===== src/rtl/rxd_pkg.sv =====
package rxd_pkg;

    localparam int BSZ_W = 11;          // buffer size field width (bytes)
    localparam int LEN_W = 14;          // frame length field width

    // register offsets
    localparam logic [7:0] OFS_BASE = 8'h0C;
    localparam logic [7:0] OFS_CTRL = 8'h18;
    localparam logic [7:0] OFS_MISS = 8'h20;
    localparam int CTRL_START = 1;

    // descriptor bit positions
    localparam int ST_OWN    = 31;
    localparam int ST_ERR    = 15;
    localparam int ST_MC     = 10;
    localparam int ST_FIRST  = 9;
    localparam int ST_LAST   = 8;
    localparam int ST_LEN_LO = 16;
    localparam int CTL_CHAIN = 24;

    localparam logic [31:0] DESC_STRIDE = 32'd16;

    typedef enum logic [3:0] {
        E_IDLE,
        E_RD_ST,
        E_RD_CTL,
        E_RD_BUF,
        E_RD_NXT,
        E_DATA,
        E_WR_WORD,
        E_WB,
        E_DROP
    } eng_st_t;

    typedef struct packed {
        logic             chain;
        logic [BSZ_W-1:0] bsize;
        logic [31:0]      buf_ptr;
        logic [31:0]      nxt_ptr;
    } desc_t;

    function automatic logic [31:0] wb_word(input logic [LEN_W-1:0] len,
                                            input logic first,
                                            input logic last,
                                            input logic mc,
                                            input logic err);
        logic [31:0] w;
        w = '0;
        w[ST_LEN_LO +: LEN_W] = len;
        w[ST_FIRST] = first;
        w[ST_LAST]  = last;
        w[ST_MC]    = mc;
        w[ST_ERR]   = err;
        w[ST_OWN]   = 1'b0;
        return w;
    endfunction

endpackage


===== src/rtl/rxd_regs.sv =====
module rxd_regs
    import rxd_pkg::*;
#(
    parameter int MISS_W = 16
) (
    input  logic        clk,
    input  logic        rst,
    input  logic        reg_wr,
    input  logic        reg_rd,
    input  logic [7:0]  reg_addr,
    input  logic [31:0] reg_wdata,
    output logic [31:0] reg_rdata,
    input  logic        miss_inc,
    output logic        start,
    output logic        base_ld,
    output logic [31:0] base_val
);

    logic [31:0]       base_q;
    logic              start_q;
    logic [MISS_W-1:0] miss_q;
    logic              rd_clr;

    assign rd_clr   = reg_rd && (reg_addr == OFS_MISS);
    assign base_ld  = reg_wr && (reg_addr == OFS_BASE);
    assign base_val = reg_wdata;
    assign start    = start_q;

    always_ff @(posedge clk) begin
        if (rst) begin
            base_q  <= '0;
            start_q <= 1'b0;
            miss_q  <= '0;
        end else begin
            if (base_ld)
                base_q <= reg_wdata;
            if (reg_wr && (reg_addr == OFS_CTRL))
                start_q <= reg_wdata[CTRL_START];
            if (rd_clr)
                miss_q <= miss_inc ? MISS_W'(1) : '0;
            else if (miss_inc && (miss_q != {MISS_W{1'b1}}))
                miss_q <= miss_q + 1'b1;
        end
    end

    always_comb begin
        reg_rdata = '0;
        case (reg_addr)
            OFS_BASE: reg_rdata = base_q;
            OFS_CTRL: reg_rdata[CTRL_START] = start_q;
            OFS_MISS: reg_rdata[MISS_W-1:0] = miss_q;
            default:  reg_rdata = '0;
        endcase
    end


    miss_sat_chk: assert property (@(posedge clk) disable iff (rst)
        (miss_q == {MISS_W{1'b1}} && !rd_clr) |=> (miss_q == {MISS_W{1'b1}}));


    miss_clr_chk: assert property (@(posedge clk) disable iff (rst)
        rd_clr |=> (miss_q <= MISS_W'(1)));

endmodule


===== src/rtl/rxd_packer.sv =====
module rxd_packer (
    input  logic        clk,
    input  logic        rst,
    input  logic        clr,
    input  logic        push,
    input  logic [7:0]  din,
    output logic [31:0] word,
    output logic [2:0]  nbytes
);

    always_ff @(posedge clk) begin
        if (rst || clr) begin
            word   <= '0;
            nbytes <= '0;
        end else if (push) begin
            word[8*nbytes[1:0] +: 8] <= din;
            nbytes <= nbytes + 1'b1;
        end
    end


    pack_fill_chk: assert property (@(posedge clk) disable iff (rst)
        (nbytes == 3'd4) |-> !push);

endmodule


===== src/rtl/rxd_engine.sv =====
module rxd_engine
    import rxd_pkg::*;
(
    input  logic        clk,
    input  logic        rst,
    input  logic        start,
    input  logic        base_ld,
    input  logic [31:0] base_val,
    output logic        miss_inc,
    output logic        mem_req,
    output logic        mem_we,
    output logic [31:0] mem_addr,
    output logic [31:0] mem_wdata,
    input  logic        mem_ack,
    input  logic [31:0] mem_rdata,
    input  logic        rx_valid,
    output logic        rx_ready,
    input  logic [7:0]  rx_data,
    input  logic        rx_last,
    input  logic        rx_mcast,
    input  logic        rx_crc_err
);

    eng_st_t          st;
    desc_t            dsc;
    logic [31:0]      cur;
    logic [BSZ_W-1:0] bcnt;
    logic [BSZ_W-1:0] bcnt_nx;
    logic [BSZ_W-1:0] bcnt_m1;
    logic [LEN_W-1:0] flen;
    logic             first_q, done_q, mc_q, err_q;
    logic [31:0]      pk_word;
    logic [2:0]       pk_n;
    logic             pk_push, pk_clr;

    assign bcnt_nx  = bcnt + 1'b1;
    assign bcnt_m1  = bcnt - 1'b1;
    assign pk_push  = (st == E_DATA) && rx_valid;
    assign pk_clr   = (st == E_WR_WORD) && mem_ack;
    assign miss_inc = (st == E_DROP) && rx_valid && rx_last;
    assign rx_ready = (st == E_DATA) || (st == E_DROP);

    rxd_packer u_pack (
        .clk    (clk),
        .rst    (rst),
        .clr    (pk_clr),
        .push   (pk_push),
        .din    (rx_data),
        .word   (pk_word),
        .nbytes (pk_n)
    );

    always_comb begin
        mem_req   = 1'b0;
        mem_we    = 1'b0;
        mem_addr  = '0;
        mem_wdata = '0;
        case (st)
            E_RD_ST:  begin mem_req = 1'b1; mem_addr = cur; end
            E_RD_CTL: begin mem_req = 1'b1; mem_addr = cur + 32'd4; end
            E_RD_BUF: begin mem_req = 1'b1; mem_addr = cur + 32'd8; end
            E_RD_NXT: begin mem_req = 1'b1; mem_addr = cur + 32'd12; end
            E_WR_WORD: begin
                mem_req   = 1'b1;
                mem_we    = 1'b1;
                mem_addr  = dsc.buf_ptr + {{(32-BSZ_W){1'b0}}, bcnt_m1[BSZ_W-1:2], 2'b00};
                mem_wdata = pk_word;
            end
            E_WB: begin
                mem_req   = 1'b1;
                mem_we    = 1'b1;
                mem_addr  = cur;
                mem_wdata = wb_word(done_q ? flen : '0, first_q, done_q,
                                    done_q & mc_q, done_q & err_q);
            end
            default: ;
        endcase
    end

    always_ff @(posedge clk) begin
        if (rst) begin
            st      <= E_IDLE;
            dsc     <= '0;
            cur     <= '0;
            bcnt    <= '0;
            flen    <= '0;
            first_q <= 1'b0;
            done_q  <= 1'b0;
            mc_q    <= 1'b0;
            err_q   <= 1'b0;
        end else begin
            case (st)
                E_IDLE: begin
                    if (start && rx_valid) begin
                        st      <= E_RD_ST;
                        first_q <= 1'b1;
                        done_q  <= 1'b0;
                        mc_q    <= 1'b0;
                        err_q   <= 1'b0;
                        flen    <= '0;
                    end
                    if (base_ld)
                        cur <= base_val;
                end
                E_RD_ST: if (mem_ack)
                    st <= mem_rdata[ST_OWN] ? E_RD_CTL : E_DROP;
                E_RD_CTL: if (mem_ack) begin
                    dsc.bsize <= mem_rdata[BSZ_W-1:0];
                    dsc.chain <= mem_rdata[CTL_CHAIN];
                    st        <= E_RD_BUF;
                end
                E_RD_BUF: if (mem_ack) begin
                    dsc.buf_ptr <= mem_rdata;
                    st          <= E_RD_NXT;
                end
                E_RD_NXT: if (mem_ack) begin
                    dsc.nxt_ptr <= mem_rdata;
                    bcnt        <= '0;
                    st          <= E_DATA;
                end
                E_DATA: if (rx_valid) begin
                    bcnt <= bcnt_nx;
                    flen <= flen + 1'b1;
                    if (rx_last) begin
                        done_q <= 1'b1;
                        mc_q   <= rx_mcast;
                        err_q  <= rx_crc_err;
                    end
                    if (pk_n == 3'd3 || rx_last || bcnt_nx == dsc.bsize)
                        st <= E_WR_WORD;
                end
                E_WR_WORD: if (mem_ack)
                    st <= (done_q || bcnt == dsc.bsize) ? E_WB : E_DATA;
                E_WB: if (mem_ack) begin
                    first_q <= 1'b0;
                    cur     <= dsc.chain ? dsc.nxt_ptr : cur + DESC_STRIDE;
                    st      <= done_q ? E_IDLE : E_RD_ST;
                end
                E_DROP: if (rx_valid && rx_last)
                    st <= E_IDLE;
                default: st <= E_IDLE;
            endcase
        end
    end


    mem_hold_chk: assert property (@(posedge clk) disable iff (rst)
        (mem_req && !mem_ack) |=> (mem_req && $stable(mem_addr) && $stable(mem_we)
                                   && $stable(mem_wdata)));


    no_accept_busy_chk: assert property (@(posedge clk) disable iff (rst)
        rx_ready |-> !mem_req);


    wb_release_chk: assert property (@(posedge clk) disable iff (rst)
        (st == E_WB && mem_req) |-> !mem_wdata[ST_OWN]);


    mid_len_chk: assert property (@(posedge clk) disable iff (rst)
        (st == E_WB && !done_q) |-> (mem_wdata[ST_LEN_LO +: LEN_W] == '0 && !mem_wdata[ST_LAST]));

endmodule


===== src/rtl/rxdma_writer.sv =====
module rxdma_writer
    import rxd_pkg::*;
#(
    parameter int MISS_W = 16
) (
    input  logic        clk,
    input  logic        rst,
    input  logic        reg_wr,
    input  logic        reg_rd,
    input  logic [7:0]  reg_addr,
    input  logic [31:0] reg_wdata,
    output logic [31:0] reg_rdata,
    output logic        mem_req,
    output logic        mem_we,
    output logic [31:0] mem_addr,
    output logic [31:0] mem_wdata,
    input  logic        mem_ack,
    input  logic [31:0] mem_rdata,
    input  logic        rx_valid,
    output logic        rx_ready,
    input  logic [7:0]  rx_data,
    input  logic        rx_last,
    input  logic        rx_mcast,
    input  logic        rx_crc_err
);

    logic        start;
    logic        base_ld;
    logic [31:0] base_val;
    logic        miss_inc;

    rxd_regs #(.MISS_W(MISS_W)) u_regs (
        .clk       (clk),
        .rst       (rst),
        .reg_wr    (reg_wr),
        .reg_rd    (reg_rd),
        .reg_addr  (reg_addr),
        .reg_wdata (reg_wdata),
        .reg_rdata (reg_rdata),
        .miss_inc  (miss_inc),
        .start     (start),
        .base_ld   (base_ld),
        .base_val  (base_val)
    );

    rxd_engine u_eng (
        .clk        (clk),
        .rst        (rst),
        .start      (start),
        .base_ld    (base_ld),
        .base_val   (base_val),
        .miss_inc   (miss_inc),
        .mem_req    (mem_req),
        .mem_we     (mem_we),
        .mem_addr   (mem_addr),
        .mem_wdata  (mem_wdata),
        .mem_ack    (mem_ack),
        .mem_rdata  (mem_rdata),
        .rx_valid   (rx_valid),
        .rx_ready   (rx_ready),
        .rx_data    (rx_data),
        .rx_last    (rx_last),
        .rx_mcast   (rx_mcast),
        .rx_crc_err (rx_crc_err)
    );

endmodule


===== config.mk =====
export PLATFORM = sky130hd
export DESIGN_NAME = rxdma_writer
export DESIGN_NICKNAME = d
export VERILOG_FILES = /design/src/rtl/rxd_pkg.sv /design/src/rtl/rxd_regs.sv /design/src/rtl/rxd_packer.sv /design/src/rtl/rxd_engine.sv /design/src/rtl/rxdma_writer.sv
export SDC_FILE = /design/constraint.sdc
export NUM_CORES = 1
export LEC_CHECK = 0
export BUFFER_PORTS_ARGS = -buffer_cell sky130_fd_sc_hd__buf_2
export CORE_MARGIN = 2
export CORE_UTILIZATION = 48
export DETAILED_ROUTE_END_ITERATION = 7
export PLACE_DENSITY = 0.75
export SLEW_MARGIN = 20
export SYNTH_ARGS = -nofsm -noshare
export SYNTH_HDL_FRONTEND = slang
export SYNTH_SLANG_ARGS = --single-unit
export TNS_END_PERCENT = 20

===== constraint.sdc =====
create_clock -name clk -period 11.24 [get_ports clk]
set_input_delay 1.124 -clock clk [delete_from_list [all_inputs] [get_ports clk]]
set_output_delay 1.124 -clock clk [all_outputs]
set_load 0.005 [all_outputs]

==> results of run 1 <==
per-layer routing:
metal	part of all wire, %	global-route usage [%]	up-vias	wire [µm]
li1	-	-	6366	-
met3	10	4.40	75	4260
met5	0	0	-	0
met1	45	43.0	6271	19000
met2	43	43.3	641	18000
met4	2.3	6.71	0	954
final timing paths:
kind | startpoint | to | slack [ns] | depth (start not counted)
hold reg to reg | u_eng.u_pack.word[2] | u_eng.u_pack.word[2] | 0.45 | 2
hold / removal | u_eng.u_pack.word[2] | u_eng.u_pack.word[2] | 0.45 | 2
setup / recovery | u_eng.bcnt[2] | mem_addr[28] | 5.80 | 14
setup reg to reg | u_eng.st[3] | u_regs.miss_q[13] | 8.05 | 7
power by group:
part	internal, mW	switching [mW]
Clock	0.461	0.340
Combinational	0.0672	0.144
Sequential	0.806	0.0109
state kept, by name, indices dropped and copies added, names as in the netlist, 3 cells and up:
| register | cells |
|---|---|
| u_eng.u_pack.word | 32 |
| u_eng.flen | 14 |
| u_regs.miss_q | 16 |
| u_eng.cur | 32 |
| u_regs.base_q | 32 |
| u_eng.u_pack.nbytes | 3 |
| u_eng.dsc | 76 |
| u_eng.bcnt | 11 |
| u_eng.st | 4 |
synthesized netlist by cell type (7+ instances only):
cell / instances / area [µm²]
nand2_1: 365 / 1370
dfxtp_1: 225 / 4500
a21oi_1: 197 / 986
nor2_1: 129 / 484
clkbuf_1: 107 / 402
nand3_1: 82 / 410
o21ai_0: 69 / 345
xnor2_1: 61 / 534
xor2_1: 41 / 359
nor3_1: 38 / 190
a22o_1: 33 / 289
and3_1: 30 / 188
inv_1: 27 / 101
nand4_1: 27 / 169
ha_1: 25 / 313
and2_1: 22 / 138
nand2b_1: 21 / 131
buf_2: 19 / 95.1
a211oi_1: 18 / 135
mux2i_1: 16 / 160
or3_1: 16 / 100
o221ai_1: 14 / 123
nor3b_1: 12 / 90.1
and4_1: 11 / 96.3
o211ai_1: 11 / 82.6
a31oi_1: 10 / 62.6
a22oi_1: 9 / 67.6
nor2b_1: 9 / 56.3
a21o_1: 8 / 60.1
a311oi_1: 8 / 70.1
nor4_1: 7 / 43.8
layout make-up:
| cell class | instances | area (µm²) | share of cell area, % |
|---|---|---|---|
| clock buffers | 36 | 707 | 4.79 |
| well taps | 341 | 427 | 2.89 |
| repair buffers | 203 | 1060 | 7.17 |
| multi-input cells | 1376 | 7880 | 53.4 |
| inverters | 27 | 101 | 0.687 |
| flip-flops and latches | 225 | 4500 | 30.5 |
| clock inverters | 8 | 82.6 | 0.560 |
cell families (layout without fill, tap and decap cells):
family	Yosys count	count (layout)	share of synthesized area, %
buffers and inverters	163	274	5.08
AO/OA/AOI/OAI	428	428	20.4
XOR/XNOR	102	102	6.86
AND/OR/NAND/NOR	802	802	29.1
multiplexers	17	17	1.32
flip-flops	225	225	34.6
adder cells (fa/ha/maj)	27	27	2.71
worst reg2reg max path: stages, from the launching register on:
cell,delay (ns)
dfxtp_1,0.88
nand2b_1,0.11
nor4_1,0.93
o21ai_0,0.45
a21oi_1,0.35
nand3_1,0.14
xor2_1,0.17
nor2_1,0.05
==> impl_metrics.json, run 1 <==
{
  "clkTransAtPathRegs_ns": 0.06,
  "syn_area_um2": 13000,
  "final_cells": 2216,
  "dpl.cell_count": 2172,
  "clk_root_buffer_cell": "clkbuf_16",
  "drtPass1Iterations": 5,
  "grt_max_degree": 86,
  "worst-path-max-fanout": 14,
  "ys_types": 74,
  "slew_headroom_pct": 24.7,
  "cts_made_buffers": 25,
  "arrival_ns": 4.32,
  "yosys_warnings": 0,
  "crit_path_end_kind": "output port",
  "cap_violations": 0,
  "cts_sinks": 225,
  "post_cts_buffers": 0,
  "mostFrequentLayoutCell": "nand2_1",
  "die_w_um": 169,
  "tns_ns": 0,
  "area_growth_pct": 13.3,
  "cts_resized": 0,
  "place_area_um2": 14000,
  "cp.required_ns": 10.12,
  "hpwl_um": 30700,
  "postSynthAreaPerCell_um2": 7.39,
  "crit_path_top_delay_cell": "o21ai_1",
  "vias": 13400,
  "fin_crit_sh_pct": 48.4,
  "grt_pass1_wl_um": 66400,
  "synth-edff-count": 0,
  "cts_hold_buffers": 0,
  "num_rows": 60,
  "yosys_most_used_dff": "dfxtp_1",
  "cp_slowest_stage_delay_ns": 0.65,
  "gp_congestion": 1.04,
  "rsz0062_at_grt": "no",
  "tightest_slew_ns": 1.12,
  "nets": 1974,
  "start_kind": "flop",
  "finalSetupViolations": 0,
  "fin_area_um2": 14800,
  "cp_top_family": "compound AO/OA/AOI/OAI gates",
  "clk_latency_ns": 0.55,
  "ys_seq_elements": 225,
  "hold_class": "reg2reg",
  "antenna_found_initial": 0,
  "grt_pass1_vias": 12200,
  "async_flop_share_pct": 0,
  "diodes": 0,
  "outcome": "finished, final reports clean",
  "wl_per_cell_um": 19.0,
  "setup_ws_ns": 5.80,
  "finalClockSkew_ns": 0.0178,
  "synth_cells": 1764,
  "p_leak_nw": 5.52,
  "n_fill_cell": 2567,
  "grt_overflow": 0,
  "p_per_area_nw_per_um2": 124,
  "cts_tree": "built",
  "path_buf_inv": 1,
  "drtIter0Drc": 1782,
  "routed_via_density": 6.03,
  "report.final.slew_viol_count": 0,
  "crit_type": "reg2out",
  "drcViolationCount": 0,
  "whs_ns": 0.447,
  "drive_gt1_share_pct": 14.5,
  "die_h_um": 169,
  "fin_crit_ns": 5.44,
  "peakVddDrop_mv": 0.100,
  "dieArea_um2": 28500,
  "wl_um": 42200,
  "post-place-ws_ns": 6.45,
  "synth_nets": 1880,
  "grt_usage_pct": 28.7,
  "coreArea_um2": 26800,
  "power_mw": 1.83,
  "numPortBuffers": 187,
  "ioPinCount": 188,
  "initial_utilization_pct": 48.6,
  "fin_util_pct": 55.1,
  "max_freq_ghz": 0.184,
  "ys_seq_area_share_pct": 34.6,
  "crit_chain": "nor2_1 > nand3_1 > or3_1 > nor4_1 > xor2_1 > ha_1 > a21o_1 > a21oi_1 > nand2_1 > o21ai_1 > nor3_1 > xnor2_1 > o32ai_1 > buf_2",
  "hold_violations": 0,
  "htreeDepth": 1,
  "cts_buffer_depth": 3,
  "final_cell_mix": "nand2_1 (364), dfxtp_1 (225), a21oi_1 (197), buf_2 (186), nor2_1 (128)",
  "ant_nets": 0
}
No activity file was read; power rests on OpenSTA's default activity.
==> inputs of run 2 (changes only) <==
==> constraint.sdc (replaced) <==
create_clock -name clk -period 5.3 [get_ports clk]
set_input_delay 0.53 -clock clk [delete_from_list [all_inputs] [get_ports clk]]
set_output_delay 0.53 -clock clk [all_outputs]
set_load 0.005 [all_outputs]
==> impl_metrics.json, run 2 (synthesis gave the netlist of run 1 again) <==
{
  "start_kind": "flop",
  "crit_type": "reg2out",
  "coreArea_um2": 26800,
  "area_growth_pct": 14.6,
  "grt_max_degree": 68,
  "cap_violations": 0,
  "gp_congestion": 0.987,
  "top_register": "u_eng.dsc",
  "rsz0062_at_grt": "no",
  "cts_tree": "built",
  "htreeDepth": 1,
  "wl_per_cell_um": 19.4,
  "arrival_ns": 4.35,
  "routed_via_density": 6.02,
  "worst-path-max-fanout": 14,
  "hold_class": "in2reg",
  "peakVddDrop_mv": 0.230,
  "ant_nets": 0,
  "drcViolationCount": 0,
  "clk_root_buffer_cell": "clkbuf_16",
  "cts_sinks": 225,
  "antenna_found_initial": 2,
  "largest_reg_flops": 76,
  "cts_hold_buffers": 0,
  "p_leak_nw": 5.61,
  "max_freq_ghz": 0.205,
  "wl_um": 43200,
  "grt_overflow": 0,
  "vias": 13400,
  "post_cts_buffers": 0,
  "initial_utilization_pct": 48.6,
  "final_cell_mix": "nand2_1 (363), dfxtp_1 (225), a21oi_1 (197), buf_2 (186), nor2_1 (128)",
  "drtIter0Drc": 1621,
  "numPortBuffers": 187,
  "fin_crit_sh_pct": 92.1,
  "mostFrequentLayoutCell": "nand2_1",
  "tightest_slew_ns": 1.01,
  "slew_headroom_pct": 32.4,
  "ioPinCount": 188,
  "num_rows": 60,
  "cts_made_buffers": 25,
  "crit_path_end_kind": "output port",
  "tns_ns": 0,
  "grt_usage_pct": 29.4,
  "hpwl_um": 31900,
  "finalSetupViolations": 0,
  "drtPass1Iterations": 5,
  "grt_pass1_vias": 12300,
  "die_w_um": 169,
  "rrSetupSlack_ns": 2.01,
  "crit_path_top_delay_cell": "o21ai_1",
  "hold_violations": 0,
  "clkTransAtPathRegs_ns": 0.06,
  "nets": 1976,
  "drive_gt1_share_pct": 15.0,
  "cts_buffer_depth": 3,
  "outcome": "finished, final reports clean",
  "finalClockSkew_ns": 0.0252,
  "p_per_area_nw_per_um2": 278,
  "cts_resized": 0,
  "report.final.slew_viol_count": 0,
  "dieArea_um2": 28500,
  "die_h_um": 169,
  "power_mw": 4.15,
  "cp_slowest_stage_delay_ns": 0.70,
  "cp.required_ns": 4.77,
  "fin_crit_ns": 4.88,
  "crit_chain": "nor2_1 > nand3_1 > or3_1 > nor4_1 > xor2_1 > ha_1 > a21o_1 > a21oi_1 > nand2_1 > o21ai_1 > nor3_1 > xnor2_1 > o221ai_1 > buf_2",
  "grt_pass1_wl_um": 67100,
  "clk_latency_ns": 0.56
}
==> run 2: changes by cell type in the layout (fill, tap and decap cells not counted), sizes merged <==
cell / delta
diode: +2
bufinv: +5
clkinvlp: +1
buf: +2
clkbuf: -7
clkinv: +2
inv: +1
==> run 2: final cells by class <==
class	instances	area, µm²
diodes	2	5.00
well taps	341	427
repair buffers	205	1070
multi-input cells	1376	7890
clock buffers	29	681
flip-flops and latches	225	4500
fillers	2568	11900
clock inverters	17	259
inverters	27	101
==> run 2: per-stage QoR <==
step | instances | area (µm²) | setup WS (ns) | hold slack (ns) | utilization (%)
floorplan | 1764 | 13000 | 1.49 | 0.427 | -
global placement | 2174 | 14000 | 1.11 | 0.437 | 52.1
detailed placement | 2174 | 14000 | 1.04 | 0.439 | 52.1
CTS | 2220 | 14900 | 0.448 | 0.211 | 55.6
global route | 2222 | 14900 | 0.183 | 0.226 | 55.7
finish | 2222 | 14900 | 0.419 | 0.211 | 55.7
==> run 2: critical path: cells and delay by family (launching register included) <==
family          cells  cell delay [ns]
buf+inv             1             0.17
flops               1             0.46
xor+xnor            2             0.42
compound gates      4             1.30
fa+ha+maj           1             0.30
simple gates        6             1.15
==> run 2: metal layers <==
layer / GRT usage [%] / vias to the layer above / share of wire, %
li1: - / 6368 / -
met4: 8.96 / 0 / 3.3
met2: 44.1 / 607 / 42
met5: 0 / - / 0
met3: 5.66 / 99 / 9.3
met1: 42.5 / 6303 / 45
==> run 2: worst paths after layout <==
check                       startpoint                   end  cells past startpoint
hold reg to reg   u_eng.u_pack.word[2]  u_eng.u_pack.word[2]                      2
hold / removal           mem_rdata[25]         u_eng.dsc[25]                      3
setup reg to reg           u_eng.st[0]         u_eng.cur[30]                      8
setup / recovery         u_eng.bcnt[2]          mem_addr[26]                     14
==> run 2: power breakdown <==
group	switching [mW]	internal (mW)	leakage (nW)
clock network	0.752	1.22	0.464
registers	0.0505	1.71	1.81
logic	0.285	0.139	3.33
total	1.09	3.07	5.61
